`src/rtl/boot_sel_pkg.sv`:
```
package boot_sel_pkg;
   typedef enum logic [1:0] {
      ST_FETCH = 2'd0,
      ST_LOAD  = 2'd1,
      ST_RUN   = 2'd2
   } boot_state_e;

   localparam int CAUSE_W    = 4;
   localparam int CAUSE_WDOG = 0;
   localparam int CAUSE_CERR = 1;
   localparam int CAUSE_SOFT = 2;
   localparam int CAUSE_EXT  = 3;

   localparam int REG_AW = 4;
   localparam logic [REG_AW-1:0] OFS_MODE  = 4'd0;
   localparam logic [REG_AW-1:0] OFS_TMO   = 4'd2;
   localparam logic [REG_AW-1:0] OFS_WDEN  = 4'd3;
   localparam logic [REG_AW-1:0] OFS_ADDR  = 4'd4;
   localparam logic [REG_AW-1:0] OFS_CAUSE = 4'd6;
   localparam logic [REG_AW-1:0] OFS_KICK  = 4'd7;
   localparam logic [REG_AW-1:0] OFS_TRIG  = 4'd8;

   localparam int PM_WORDS = 3;
   localparam logic [1:0] PM_LAST = 2'd2;
endpackage

```
`src/rtl/boot_sel_wdog.sv`:
```
module boot_sel_wdog #(
   parameter int CNT_W = 29
) (
   input  logic             clk,
   input  logic             rst_n,
   input  logic             load,
   input  logic [CNT_W-1:0] load_val,
   input  logic             run,
   output logic             expire
);
   logic [CNT_W-1:0] cnt_q;

   always_ff @(posedge clk or negedge rst_n) begin
      if (!rst_n) begin
         cnt_q <= '0;
      end else if (load) begin
         cnt_q <= load_val;
      end else if (run && (cnt_q != '0)) begin
         cnt_q <= cnt_q - 1'b1;
      end
   end

   assign expire = run && !load && (cnt_q == '0);
endmodule

```
`src/rtl/boot_sel_regs.sv`:
```
module boot_sel_regs
   import boot_sel_pkg::*;
#(
   parameter int ADDR_W = 24,
   parameter int WDOG_W = 29,
   parameter int DATA_W = 32
) (
   input  logic               clk,
   input  logic               rst_n,
   input  logic [REG_AW-1:0]  reg_addr,
   input  logic               reg_we,
   input  logic [DATA_W-1:0]  reg_wdata,
   output logic [DATA_W-1:0]  reg_rdata,
   input  logic [PM_WORDS-1:0] fetch_ld,
   input  logic [DATA_W-1:0]  fetch_data,
   input  logic               app_mode,
   input  logic [CAUSE_W-1:0] cause,
   output logic [ADDR_W-1:0]  app_addr,
   output logic [WDOG_W-1:0]  wd_tmo,
   output logic               wd_en,
   output logic               kick,
   output logic               sw_trig
);
   logic [ADDR_W-1:0] addr_q;
   logic [WDOG_W-1:0] tmo_q;
   logic              en_q;
   logic [DATA_W-1:0] rd_next;
   logic [DATA_W-1:0] rd_q;

   wire wr_hit_tmo  = reg_we && (reg_addr == OFS_TMO);
   wire wr_hit_en   = reg_we && (reg_addr == OFS_WDEN);
   wire wr_hit_addr = reg_we && (reg_addr == OFS_ADDR);

   always_ff @(posedge clk or negedge rst_n) begin
      if (!rst_n) begin
         addr_q <= '0;
         tmo_q  <= '0;
         en_q   <= 1'b0;
      end else begin
         if (fetch_ld[0])      en_q <= fetch_data[0];
         else if (wr_hit_en)   en_q <= reg_wdata[0];
         if (fetch_ld[1])      addr_q <= fetch_data[ADDR_W-1:0];
         else if (wr_hit_addr) addr_q <= reg_wdata[ADDR_W-1:0];
         if (fetch_ld[2])      tmo_q <= fetch_data[WDOG_W-1:0];
         else if (wr_hit_tmo)  tmo_q <= reg_wdata[WDOG_W-1:0];
      end
   end

   always_comb begin
      case (reg_addr)
         OFS_MODE:  rd_next = DATA_W'(app_mode);
         OFS_TMO:   rd_next = DATA_W'(tmo_q);
         OFS_WDEN:  rd_next = DATA_W'(en_q);
         OFS_ADDR:  rd_next = DATA_W'(addr_q);
         OFS_CAUSE: rd_next = DATA_W'(cause);
         default:   rd_next = '0;
      endcase
   end

   always_ff @(posedge clk or negedge rst_n) begin
      if (!rst_n) rd_q <= '0;
      else        rd_q <= rd_next;
   end

   assign reg_rdata = rd_q;
   assign app_addr  = addr_q;
   assign wd_tmo    = tmo_q;
   assign wd_en     = en_q;
   assign kick      = reg_we && (reg_addr == OFS_KICK) && reg_wdata[0];
   assign sw_trig   = reg_we && (reg_addr == OFS_TRIG) && reg_wdata[0];
endmodule

```
`src/rtl/boot_sel_ctrl.sv`:
```
module boot_sel_ctrl
   import boot_sel_pkg::*;
#(
   parameter int ADDR_W = 24
) (
   input  logic                clk,
   input  logic                rst_n,
   output logic                pm_req,
   output logic [1:0]          pm_addr,
   input  logic                pm_ack,
   input  logic                pm_bit0,
   output logic [PM_WORDS-1:0] fetch_ld,
   output logic                cfg_req,
   output logic [ADDR_W-1:0]   cfg_addr,
   input  logic                cfg_ack,
   input  logic                cfg_err,
   input  logic [ADDR_W-1:0]   app_addr,
   input  logic                ext_req,
   input  logic                sw_trig,
   input  logic                wd_expire,
   output logic                app_mode,
   output logic                in_run,
   output logic                arm,
   output logic [CAUSE_W-1:0]  cause
);
   boot_state_e        state_q;
   logic [1:0]         idx_q;
   logic               flag_q;
   logic               tgt_app_q;
   logic               mode_q;
   logic [CAUSE_W-1:0] cause_q;

   function automatic logic [CAUSE_W-1:0] cause_bit(input int b);
      return CAUSE_W'(1) << b;
   endfunction

   always_ff @(posedge clk or negedge rst_n) begin
      if (!rst_n) begin
         state_q   <= ST_FETCH;
         idx_q     <= '0;
         flag_q    <= 1'b0;
         tgt_app_q <= 1'b0;
         mode_q    <= 1'b0;
         cause_q   <= '0;
      end else begin
         case (state_q)
            ST_FETCH: if (pm_ack) begin
               if (idx_q == 2'd0) flag_q <= pm_bit0;
               if (idx_q == PM_LAST) begin
                  tgt_app_q <= flag_q;
                  state_q   <= flag_q ? ST_LOAD : ST_RUN;
               end else begin
                  idx_q <= idx_q + 1'b1;
               end
            end
            ST_LOAD: if (cfg_ack) begin
               mode_q  <= tgt_app_q;
               state_q <= ST_RUN;
            end else if (cfg_err) begin
               cause_q   <= cause_bit(CAUSE_CERR);
               tgt_app_q <= 1'b0;
            end
            ST_RUN: if (ext_req) begin
               cause_q   <= cause_bit(CAUSE_EXT);
               tgt_app_q <= 1'b0;
               state_q   <= ST_LOAD;
            end else if (wd_expire) begin
               cause_q   <= cause_bit(CAUSE_WDOG);
               tgt_app_q <= 1'b0;
               state_q   <= ST_LOAD;
            end else if (sw_trig) begin
               cause_q   <= cause_bit(CAUSE_SOFT);
               tgt_app_q <= 1'b1;
               state_q   <= ST_LOAD;
            end
            default: state_q <= ST_FETCH;
         endcase
      end
   end

   assign pm_req   = (state_q == ST_FETCH);
   assign pm_addr  = idx_q;
   assign fetch_ld = (pm_req && pm_ack) ? (PM_WORDS'(1) << idx_q) : '0;
   assign cfg_req  = (state_q == ST_LOAD);
   assign cfg_addr = tgt_app_q ? app_addr : '0;
   assign arm      = cfg_req && cfg_ack && tgt_app_q;
   assign in_run   = (state_q == ST_RUN) && mode_q;
   assign app_mode = mode_q;
   assign cause    = cause_q;
endmodule

```
`src/rtl/boot_image_selector.sv`:
```
module boot_image_selector
   import boot_sel_pkg::*;
#(
   parameter int ADDR_W = 24,
   parameter int WDOG_W = 29,
   parameter int DATA_W = 32
) (
   input  logic              clk,
   input  logic              rst_n,
   output logic              pm_req,
   output logic [1:0]        pm_addr,
   input  logic [DATA_W-1:0] pm_rdata,
   input  logic              pm_ack,
   output logic              cfg_req,
   output logic [ADDR_W-1:0] cfg_addr,
   input  logic              cfg_ack,
   input  logic              cfg_err,
   input  logic              ext_reconfig,
   input  logic [3:0]        reg_addr,
   input  logic              reg_we,
   input  logic [DATA_W-1:0] reg_wdata,
   output logic [DATA_W-1:0] reg_rdata,
   output logic              app_mode
);
   generate
      if (ADDR_W < 1 || ADDR_W > DATA_W) begin : g_bad_addr_w
         $error("boot_image_selector: ADDR_W must lie in 1..DATA_W");
      end
      if (WDOG_W < 1 || WDOG_W > DATA_W) begin : g_bad_wdog_w
         $error("boot_image_selector: WDOG_W must lie in 1..DATA_W");
      end
      if (DATA_W < CAUSE_W) begin : g_bad_data_w
         $error("boot_image_selector: DATA_W too narrow for the cause field");
      end
   endgenerate

   logic [PM_WORDS-1:0] fetch_ld_w;
   logic [ADDR_W-1:0]   app_addr_w;
   logic [WDOG_W-1:0]   wd_tmo_w;
   logic                wd_en_w;
   logic                kick_w;
   logic                sw_trig_w;
   logic                in_run_w;
   logic                arm_w;
   logic                wd_expire_w;
   logic [CAUSE_W-1:0]  cause_w;

   boot_sel_ctrl #(.ADDR_W(ADDR_W)) u_ctrl (
      .clk       (clk),
      .rst_n     (rst_n),
      .pm_req    (pm_req),
      .pm_addr   (pm_addr),
      .pm_ack    (pm_ack),
      .pm_bit0   (pm_rdata[0]),
      .fetch_ld  (fetch_ld_w),
      .cfg_req   (cfg_req),
      .cfg_addr  (cfg_addr),
      .cfg_ack   (cfg_ack),
      .cfg_err   (cfg_err),
      .app_addr  (app_addr_w),
      .ext_req   (ext_reconfig),
      .sw_trig   (sw_trig_w),
      .wd_expire (wd_expire_w),
      .app_mode  (app_mode),
      .in_run    (in_run_w),
      .arm       (arm_w),
      .cause     (cause_w)
   );

   boot_sel_regs #(.ADDR_W(ADDR_W), .WDOG_W(WDOG_W), .DATA_W(DATA_W)) u_regs (
      .clk        (clk),
      .rst_n      (rst_n),
      .reg_addr   (reg_addr),
      .reg_we     (reg_we),
      .reg_wdata  (reg_wdata),
      .reg_rdata  (reg_rdata),
      .fetch_ld   (fetch_ld_w),
      .fetch_data (pm_rdata),
      .app_mode   (app_mode),
      .cause      (cause_w),
      .app_addr   (app_addr_w),
      .wd_tmo     (wd_tmo_w),
      .wd_en      (wd_en_w),
      .kick       (kick_w),
      .sw_trig    (sw_trig_w)
   );

   boot_sel_wdog #(.CNT_W(WDOG_W)) u_wdog (
      .clk      (clk),
      .rst_n    (rst_n),
      .load     (arm_w | kick_w),
      .load_val (wd_tmo_w),
      .run      (in_run_w & wd_en_w),
      .expire   (wd_expire_w)
   );
endmodule

```
`config.mk`:
```
export PLATFORM = sky130hd
export DESIGN_NAME = boot_image_selector
export DESIGN_NICKNAME = d
export VERILOG_FILES = /design/src/rtl/boot_sel_pkg.sv /design/src/rtl/boot_sel_wdog.sv /design/src/rtl/boot_sel_regs.sv /design/src/rtl/boot_sel_ctrl.sv /design/src/rtl/boot_image_selector.sv
export SDC_FILE = /design/constraint.sdc
export NUM_CORES = 1
export LEC_CHECK = 0
export BUFFER_PORTS_ARGS = -buffer_cell sky130_fd_sc_hd__buf_2
export CAP_MARGIN = 20
export CORE_MARGIN = 4
export CORE_UTILIZATION = 30
export CTS_CLUSTER_DIAMETER = 200
export DETAILED_ROUTE_END_ITERATION = 10
export PLACE_DENSITY = 0.49
export SYNTH_ARGS = -nofsm -noshare
export SYNTH_HDL_FRONTEND = slang
export SYNTH_SLANG_ARGS = --single-unit
```
`constraint.sdc`:
```
create_clock -name clk -period 4.6 [get_ports clk]
set_input_delay 0.46 -clock clk [delete_from_list [all_inputs] [get_ports clk]]
set_output_delay 0.46 -clock clk [all_outputs]
set_load 0.1 [all_outputs]
```
==> results.md, run 1 <==
* Result of the run: finished clean
* Slowest stage delay, CP at 0.78 ns
* Buffer levels on the longest clock path at 2
* Hold slack at 0.0774 ns
* GRT overflow at 0
* Metal1 wirelength at 8.12 mm
* Initial core utilization at 30.7%
* Last weighted congestion value of the routability-driven placer at 0.781
* Wire length per cell after detailed routing at 16.6 um
* Clock power share at a little under a quarter
* CP Depth at 6
* Combinational power share at 41.4%
* Top routing layer used: met4
* Pre-antenna DRT Iters at 5
* Library cell with the highest instance count after synthesis: sky130_fd_sc_hd__dfrtp_1
* Type of the tightest min-delay check: input pin to asynchronous set/reset pin
* Cell area after layout at 7810 um2
* Power per standard cell area at 705 nW/um2
* Max-cap check violation count at 0
* Slew Limit Headroom at 29.0%
* Pin count of the biggest net entering global routing at 50
* RR Endpoint: u_ctrl.state_q[0]
* Number of buffers inserted for hold repair after clock tree synthesis at 0
* Final Hold Vio Count at 0
* Antenna fix cells at 0
* Number of port buffers at 126
* Most frequent cells after synthesis: sky130_fd_sc_hd__dfrtp_1, sky130_fd_sc_hd__nand2_1, sky130_fd_sc_hd__o21ai_0
* First-pass GRT wire length at 28.2 mm
* Area of the core region at 20400 um2
* R2R setup slack at 1.91 ns
* WL met2 at 8.06 mm
* # rows at 52
* Final #Nets at 832
* DP HPWL at 11.9 mm
* Die X at 153 um
* Post-synth top flop: sky130_fd_sc_hd__dfrtp_1
* Insertion delay to the later sink of the worst-skew pair at 0.42 ns
* Resize count post-CTS at 0
* Cts bufs inserted at 17
* Largest delay share family, worst path: flip-flops
* Antenna-violating nets left at 0
* Proportion of synthesized flip-flops having asynchronous set or reset at 100%
* Crit-path max FO at 34
* Antenna violations before repair at 0
* Number of cells on the worst reg-to-reg path at 6
* Distinct cell type count after synthesis at 62
* Area used by multi-input combinational logic at between 3000 and 4000 um2
* Clk_skew at roughly 0.012 ns
* Count of pins on the block boundary at 136
* Count of final max-slew check failures at 0
* Post-synth EDFFs at 0
* Fraction of layout cells with a size suffix above 1 at 24.4%
* Proportion of total power due to net switching at 46.8%
* Post-Route WL at 17.1 mm
* Source of the critical timing path: u_ctrl.tgt_app_q
* Filler Cells Inserted at 2114
* Root Driver: sky130_fd_sc_hd__clkbuf_16
* Internal Pwr Total at slightly below 3 mW
* Minimum period implied by the final worst setup slack at 2.69 ns
* Post-Route Utilization at 38.2%
* CTS tree: done
* Total Die Area at approximately 23000 um2
* Final Setup Violations at 0
* Final routed DRC violation total at 0
* Category of the worst setup path capture point: flop
* Vias after detailed routing at about 5.1k
* R2R Path Start: u_ctrl.tgt_app_q
* Layout area overhead at 24.5%
* Area after DPL at 7220 um2
* Sink Count at 123
* H-tree depth reported by CTS at 4
* Sequential cell area fraction in the yosys report at 49.0%
* Aggregate negative setup slack at 0 ns
* Data arrival time of the critical path at 2.99 ns
* Cell type contributing the most total cell area after synthesis: sky130_fd_sc_hd__dfrtp_1
* CP Buf/Inv Count at 1
* Vias in the first global route at 5366
* Sequential share of power at 34.6%
* Portion of synthesized cell area occupied by the leading cell type at about half
* Capturing element of the worst setup path: u_ctrl.state_q[0]
* Clock-pin slew of the registers on the worst-case setup and hold paths at 0.06 ns
* Total Routing Usage GR at about 15%
* Cell types with the largest area share after synthesis: sky130_fd_sc_hd__dfrtp_1, sky130_fd_sc_hd__mux2i_1, sky130_fd_sc_hd__nand2_1, sky130_fd_sc_hd__o21ai_0, sky130_fd_sc_hd__and2_1
* Ordered list of cells on the worst path: nand3_1 -> o21a_1 -> buf_4 -> a41oi_4 -> a221oi_2 -> mux2_1
* Post-CTS setup buffer count at 0
* Footprint of the flip-flops and latches at 3080 um2
* Maximum ir drop on the vdd rail at ~370 uV
* Max Clock Freq at 372 MHz
* Instance count of the mapped netlist at between 600 and 700
* Crit share post-route at 58.5%
* Category of the worst setup path launch point: flop
* Setup repair after global routing missed its margin: false
* Highest-delay cell along the critical path: sky130_fd_sc_hd__dfrtp_1
* Via/cell ratio at 4.97
* Vertical die dimension at 153 um
* Critical Setup Path Class: flop to flop
* Length of routed met3 wiring at 829 um
* Total number of yosys warnings at 0
* Number of register bits inferred by synthesis at 123
* Slew at the pin closest to its max-slew limit at 1.07 ns
* Switching pwr at 2.58 mW
* Iteration-0 DRC count of the detailed router at 160
* Post-Syn Area per Cell at between 9 and 10 um2
* Data required time of the worst path at 4.90 ns
* Syn Std Cell Area at 6280 um2
* Leakage power at 3.91 nW
## layer usage
metal / up-vias / global-route usage [%]
met4: 0 / 3.10
met5: - / 0
met1: 2495 / 19.8
li1: 2516 / -
met3: 6 / 4.03
met2: 116 / 24.4
## how the worst min path moves through the flow
stage / start / cells after the start / to
6_report: rst_n / 1 / u_regs.reg_rdata[26]
4_1_cts: rst_n / 1 / u_regs.reg_rdata[26]
3_5_place_dp: u_ctrl.cause[2] / 1 / u_ctrl.cause[2]
5_1_grt: rst_n / 1 / u_regs.reg_rdata[26]
2_1_floorplan: rst_n / 0 / u_ctrl.app_mode
3_3_place_gp: u_regs.app_addr[19] / 2 / u_regs.app_addr[19]
## power by group through the flow
| stage | sequential (mW) | combinational (mW) | clock (mW) |
|---|---|---|---|
| 6_report | 1.91 | 2.28 | 1.32 |
| 5_1_grt | 1.99 | 2.47 | 1.42 |
| 3_5_place_dp | 1.93 | 2.31 | 0 |
| 4_1_cts | 1.92 | 2.31 | 1.36 |
| 2_1_floorplan | 1.99 | 1.69 | 0 |
| 3_3_place_gp | 1.91 | 2.25 | 0 |
## state kept, by name (all words and copies together) (netlist names)
register and count:
u_ctrl.cause 4, u_ctrl.pm_addr 2, u_ctrl.flag_q 1, u_ctrl.state_q 2, u_regs.reg_rdata 29, u_ctrl.app_mode 1
u_ctrl.tgt_app_q 1, u_regs.app_addr 24, u_wdog.cnt_q 29, u_regs.wd_en 1, u_regs.wd_tmo 29
## logic make-up (layout without fill, tap and decap cells)
kind of cell | count (synthesis) | after routing | synth area share [%]
and+or+nand+nor | 223 | 223 | 18.7
AOI/OAI and AO/OA | 159 | 159 | 16.6
DFF | 123 | 123 | 49.0
muxes | 57 | 57 | 9.13
buffers and inverters | 49 | 179 | 3.39
xor gates and xnor gates | 10 | 10 | 1.40
adders and majority gates | 8 | 8 | 1.59
other | 1 | 3 | 0.0598
## cell usage in the layout (no fill, tap or decap), types with 3 or more instances in the layout
| cell | Yosys | final |
|---|---|---|
| sky130_fd_sc_hd__mux2i_1 | 55 | 55 |
| sky130_fd_sc_hd__nand2_1 | 92 | 92 |
| sky130_fd_sc_hd__buf_4 | 5 | 10 |
| sky130_fd_sc_hd__nor2_1 | 25 | 24 |
| sky130_fd_sc_hd__dfrtp_1 | 123 | 123 |
| sky130_fd_sc_hd__and3_1 | 5 | 5 |
| sky130_fd_sc_hd__clkinvlp_4 | 0 | 4 |
| sky130_fd_sc_hd__o211ai_1 | 6 | 6 |
| sky130_fd_sc_hd__a22oi_1 | 3 | 3 |
| sky130_fd_sc_hd__or4_1 | 14 | 14 |
| sky130_fd_sc_hd__nor3_1 | 4 | 4 |
| sky130_fd_sc_hd__buf_2 | 2 | 125 |
| sky130_fd_sc_hd__a21oi_1 | 8 | 8 |
| sky130_fd_sc_hd__xnor2_1 | 9 | 9 |
| sky130_fd_sc_hd__a31oi_1 | 14 | 14 |
| sky130_fd_sc_hd__and2_1 | 30 | 30 |
| sky130_fd_sc_hd__nor3b_1 | 3 | 3 |
| sky130_fd_sc_hd__a22o_1 | 20 | 20 |
| sky130_fd_sc_hd__or2_2 | 3 | 3 |
| sky130_fd_sc_hd__o21ai_1 | 13 | 12 |
| sky130_fd_sc_hd__o31ai_1 | 7 | 7 |
| sky130_fd_sc_hd__nand3_1 | 10 | 8 |
| sky130_fd_sc_hd__inv_1 | 11 | 11 |
| sky130_fd_sc_hd__clkbuf_16 | 0 | 17 |
| sky130_fd_sc_hd__nand2b_1 | 3 | 3 |
| sky130_fd_sc_hd__nor4_1 | 4 | 4 |
| sky130_fd_sc_hd__nand4_1 | 6 | 6 |
| sky130_fd_sc_hd__conb_1 | 1 | 3 |
| sky130_fd_sc_hd__clkinv_2 | 0 | 4 |
| sky130_fd_sc_hd__and4_1 | 3 | 3 |
| sky130_fd_sc_hd__ha_1 | 8 | 8 |
| sky130_fd_sc_hd__o21ai_0 | 66 | 66 |
| sky130_fd_sc_hd__clkbuf_8 | 0 | 3 |
| sky130_fd_sc_hd__or3_1 | 9 | 9 |
## final cells by class
cell class / instances / area share, %
clock inverters: 11 / 1.52
multi-input cells: 460 / 38.9
inverters: 11 / 0.529
flip-flops and latches: 123 / 39.4
repair buffers: 136 / 9.32
well taps: 270 / 4.32
clock buffers: 21 / 6.02
## through the flow
| stage | setup WS (ns) | instances | total power [mW] |
|---|---|---|---|
| 6_report | 1.91 | 1032 | 5.51 |
| 5_1_grt | 1.72 | 1032 | 5.87 |
| 4_1_cts | 1.87 | 1032 | 5.59 |
| 3_5_place_dp | 1.86 | 1000 | 4.23 |
| 3_3_place_gp | 1.82 | 999 | 4.16 |
| 2_1_floorplan | 1.83 | 632 | 3.67 |
## worst reg2reg max path, cell delays in order, from the launching register on
cell and delay, ns:
sky130_fd_sc_hd__dfrtp_1 0.78, sky130_fd_sc_hd__nand3_1 0.38, sky130_fd_sc_hd__o21a_1 0.16, sky130_fd_sc_hd__buf_4 0.33
sky130_fd_sc_hd__a41oi_4 0.25, sky130_fd_sc_hd__a221oi_2 0.33, sky130_fd_sc_hd__mux2_1 0.34
(Power assumes the default switching activity.)
==> inputs of run 2 (changes only) <==
ABC_AREA = 1   (was default)
clock period = 2.8 ns   (was 4.6 ns; I/O delays follow)
==> run 2 against run 1 <==
Combinational power rose by 67%. Synthesized cell count grew 43%. Clock skew down 0.0031 ns. Largest power group unchanged. Clock power grew 73%. First-iteration DRC count is 140% higher. Core utilization is 0.73 points lower. Area after synthesis grew 5.7%. Critical path depth is 1 higher. Register-to-register slack got worse by 1.3 ns. Fmax increased by 24%. Highest routed layer unchanged. Final area rose by 4.8%. Via count grew 18%.
==> results.md, run 2 <==
* Slew at the pin closest to its max-slew limit at 0.612 ns (-0.453 ns)
* Wire length per cell after detailed routing at 14.8 um (-10%)
* Critical Setup Path Class: flop to flop
* Number of port buffers at 126 (unchanged)
* Top routing layer used: met4
* Initial core utilization at 30.4% (-0.32 points)
* Category of the worst setup path capture point: flop
* Vias in the first global route at 6013 (+12%)
* Maximum ir drop on the vdd rail at 768 uV (+110%)
* Metal1 wirelength at 9.71 mm (+20%)
* Area of the core region at 21800 um2 (+6.8%)
* Commonest non-fill, non-tap cells in the layout: sky130_fd_sc_hd__nand2_1, sky130_fd_sc_hd__inv_1, sky130_fd_sc_hd__buf_2
* Leakage power at 4.45 nW (+14%)
* Combinational power share at 42.0% (+0.6 points)
* Via/cell ratio at 4.58 (-7.9%)
* WL met2 at 9.05 mm (+12%)
* Instance count of the mapped netlist at 903 (+43%)
* Count of final max-slew check failures at 0 (unchanged)
* Aggregate negative setup slack at 0 ns (unchanged)
* Clk_skew at 0.00911 ns (-0.00312 ns)
* Clock power share at 25.2% (+1.2 points)
* Internal Pwr Total at 4.94 mW (+69%)
* Cell types with the largest area share after synthesis: sky130_fd_sc_hd__dfrtp_1, sky130_fd_sc_hd__nand2_1, sky130_fd_sc_hd__inv_1, sky130_fd_sc_hd__o21ai_0, sky130_fd_sc_hd__nor2_1
* Data arrival time of the critical path at 2.45 ns (-0.54 ns)
* Sequential cell area fraction in the yosys report at 46.4% (-2.7 points)
* Type of the tightest min-delay check: input pin to flop
* Number of register bits inferred by synthesis at 123 (unchanged)
* Post-Route Utilization at 37.5% (-0.73 points)
* # rows at 54 (+3.8%)
* Max Clock Freq at 462 MHz (+24%)
* Number of cells on the worst reg-to-reg path at 7 (+1)
* Post-synth top flop: sky130_fd_sc_hd__dfrtp_1
* Insertion delay to the later sink of the worst-skew pair at 0.42 ns (about the same)
* CTS tree: done
* Syn Std Cell Area at 6640 um2 (+5.7%)
* Category of the worst setup path launch point: flop
* Fraction of layout cells with a size suffix above 1 at 17.8% (-6.6 points)
* Final Hold Vio Count at 0 (unchanged)
* Distinct cell type count after synthesis at 35 (-44%)
* Buffer levels on the longest clock path at 2 (unchanged)
* Portion of synthesized cell area occupied by the leading cell type at 46.4% (-2.7 points)
* Most frequent cells after synthesis: sky130_fd_sc_hd__nand2_1, sky130_fd_sc_hd__inv_1, sky130_fd_sc_hd__dfrtp_1
* Antenna violations before repair at 0 (unchanged)
* Switching pwr at 4.10 mW (+59%)
* Pre-antenna DRT Iters at 5 (unchanged)
* DP HPWL at 14.3 mm (+20%)
* Die X at 157 um (+2.7%)
* Final #Nets at 1108 (+33%)
* Clock-pin slew of the registers on the worst-case setup and hold paths at 0.06 ns (about the same)
* First-pass GRT wire length at 31.5 mm (+12%)
* Total Die Area at 24600 um2 (+5.4%)
* Power per standard cell area at 1100 nW/um2 (+57%)
* Total number of yosys warnings at 0 (unchanged)
* Crit-path max FO at 12 (-65%)
* Setup repair after global routing missed its margin: false
* H-tree depth reported by CTS at 4 (unchanged)
* Vertical die dimension at 157 um (+2.7%)
* Crit share post-route at 77.4% (+19 points)
* Post-Route WL at 19.5 mm (+14%)
* Cts bufs inserted at 17 (unchanged)
* Layout area overhead at 23.4%
* Pin count of the biggest net entering global routing at 59 (+18%)
* Cell type contributing the most total cell area after synthesis: sky130_fd_sc_hd__dfrtp_1
* Length of routed met3 wiring at 590 um (-29%)
* Post-Syn Area per Cell at 7.35 um2 (-26%)
* Data required time of the worst path at 3.09 ns (-1.81 ns)
* GRT overflow at 0 (unchanged)
* Proportion of total power due to net switching at 45.4% (-1.4 points)
* Result of the run: finished clean
* Final routed DRC violation total at 0 (unchanged)
* Minimum period implied by the final worst setup slack at 2.17 ns (-0.523 ns)
* Root Driver: sky130_fd_sc_hd__clkbuf_16
* R2R setup slack at 0.63 ns (-1.28 ns)
* Iteration-0 DRC count of the detailed router at 383 (+140%)
* Depth of the worst hold-timing path at 3
* Resize count post-CTS at 0 (unchanged)
* Antenna-violating nets left at 0 (unchanged)
* Last weighted congestion value of the routability-driven placer at 0.817 (+4.6%)
* Proportion of synthesized flip-flops having asynchronous set or reset at 100% (unchanged)
* Sink Count at 123 (unchanged)
* Slew Limit Headroom at 59.1% (+30 points)
* Count of pins on the block boundary at 136 (unchanged)
* Vias after detailed routing at 6036 (+18%)
* Total Routing Usage GR at 16.4% (+1.6 points)
* Max-cap check violation count at 0 (unchanged)
* Most common cell after layout, fill and taps aside: sky130_fd_sc_hd__nand2_1
* Library cell with the highest instance count after synthesis: sky130_fd_sc_hd__nand2_1
* Sequential share of power at 32.8% (-1.8 points)
* Post-synth EDFFs at 0 (unchanged)
* Final Setup Violations at 0 (unchanged)
* Antenna fix cells at 0 (unchanged)
## run 2: worst paths after layout
path	from	endpoint
worst max-delay path	u_ctrl.state_q[1]	u_wdog.cnt_q[12]
worst min-delay path	ext_reconfig	u_ctrl.cause[3]
worst max register to register	u_ctrl.state_q[1]	u_wdog.cnt_q[12]
worst min register to register	u_ctrl.cause[3]	u_ctrl.cause[3]
max in group asynchronous	rst_n	u_wdog.cnt_q[15]
min in group asynchronous	rst_n	u_wdog.cnt_q[9]
## run 2: layout make-up
| type | count | area [um2] |
|---|---|---|
| repair buffers | 140 | 766 |
| well taps | 280 | 350 |
| inverters | 145 | 544 |
| clock buffers | 20 | 467 |
| clock inverters | 11 | 144 |
| fillers | 2317 | 13600 |
| flip-flops and latches | 123 | 3080 |
| multi-input cells | 598 | 2840 |
## run 2: cells by family after synthesis
logic type / share of synthesized area, %
DFF: 46.4
xor gates and xnor gates: 2.77
buffers and inverters: 11.1
and+or+nand+nor: 25.6
adders and majority gates: 1.51
AOI/OAI and AO/OA: 12.6
other: 0.0565
## run 2: worst max-delay path: stages, from the launching register on
cell                       delay, ns
sky130_fd_sc_hd__dfrtp_1        0.39
sky130_fd_sc_hd__inv_1          0.13
sky130_fd_sc_hd__ha_1           0.26
sky130_fd_sc_hd__nand3_1        0.15
sky130_fd_sc_hd__nand2_2        0.28
sky130_fd_sc_hd__clkinv_1       0.38
sky130_fd_sc_hd__nand2_1        0.33
sky130_fd_sc_hd__o211ai_1       0.12
## run 2: metal layers
| layer | GRT usage (%) | vias up |
|---|---|---|
| li1 | - | 3064 |
| met1 | 23.2 | 2866 |
| met2 | 25.9 | 97 |
| met3 | 3.37 | 9 |
| met4 | 4.13 | 0 |
| met5 | 0 | - |
## run 2: what timing repair did
| item | in CTS | in global routing |
|---|---|---|
| hold endpoints to repair | 11 | 0 |
| hold buffers | 1 | 0 |
| setup endpoints to repair | 0 | 0 |
| buffers inserted | 0 | 0 |
## run 2: through the flow
stage                     hold WS (ns)  instances  total power [mW]  cell area (um2)  setup slack, ns
after floorplan                -0.0156        905              5.90             6640            0.267
after global placement           0.152       1285              6.79             7560            0.664
after detailed placement         0.154       1285              6.81             7560            0.642
after CTS                       0.0991       1317              9.14             8190            0.617
after global routing             0.107       1317              9.76             8190            0.396
final                            0.121       1317              9.04             8190            0.634
## run 2: power groups by stage
stage	Combinational (mW)	Sequential, mW	Clock [mW]
3_5_place_dp	3.82	2.99	0
2_1_floorplan	2.69	3.21	0
4_1_cts	3.84	2.97	2.32
3_3_place_gp	3.80	2.99	0
5_1_grt	4.29	3.07	2.41
6_report	3.80	2.97	2.28
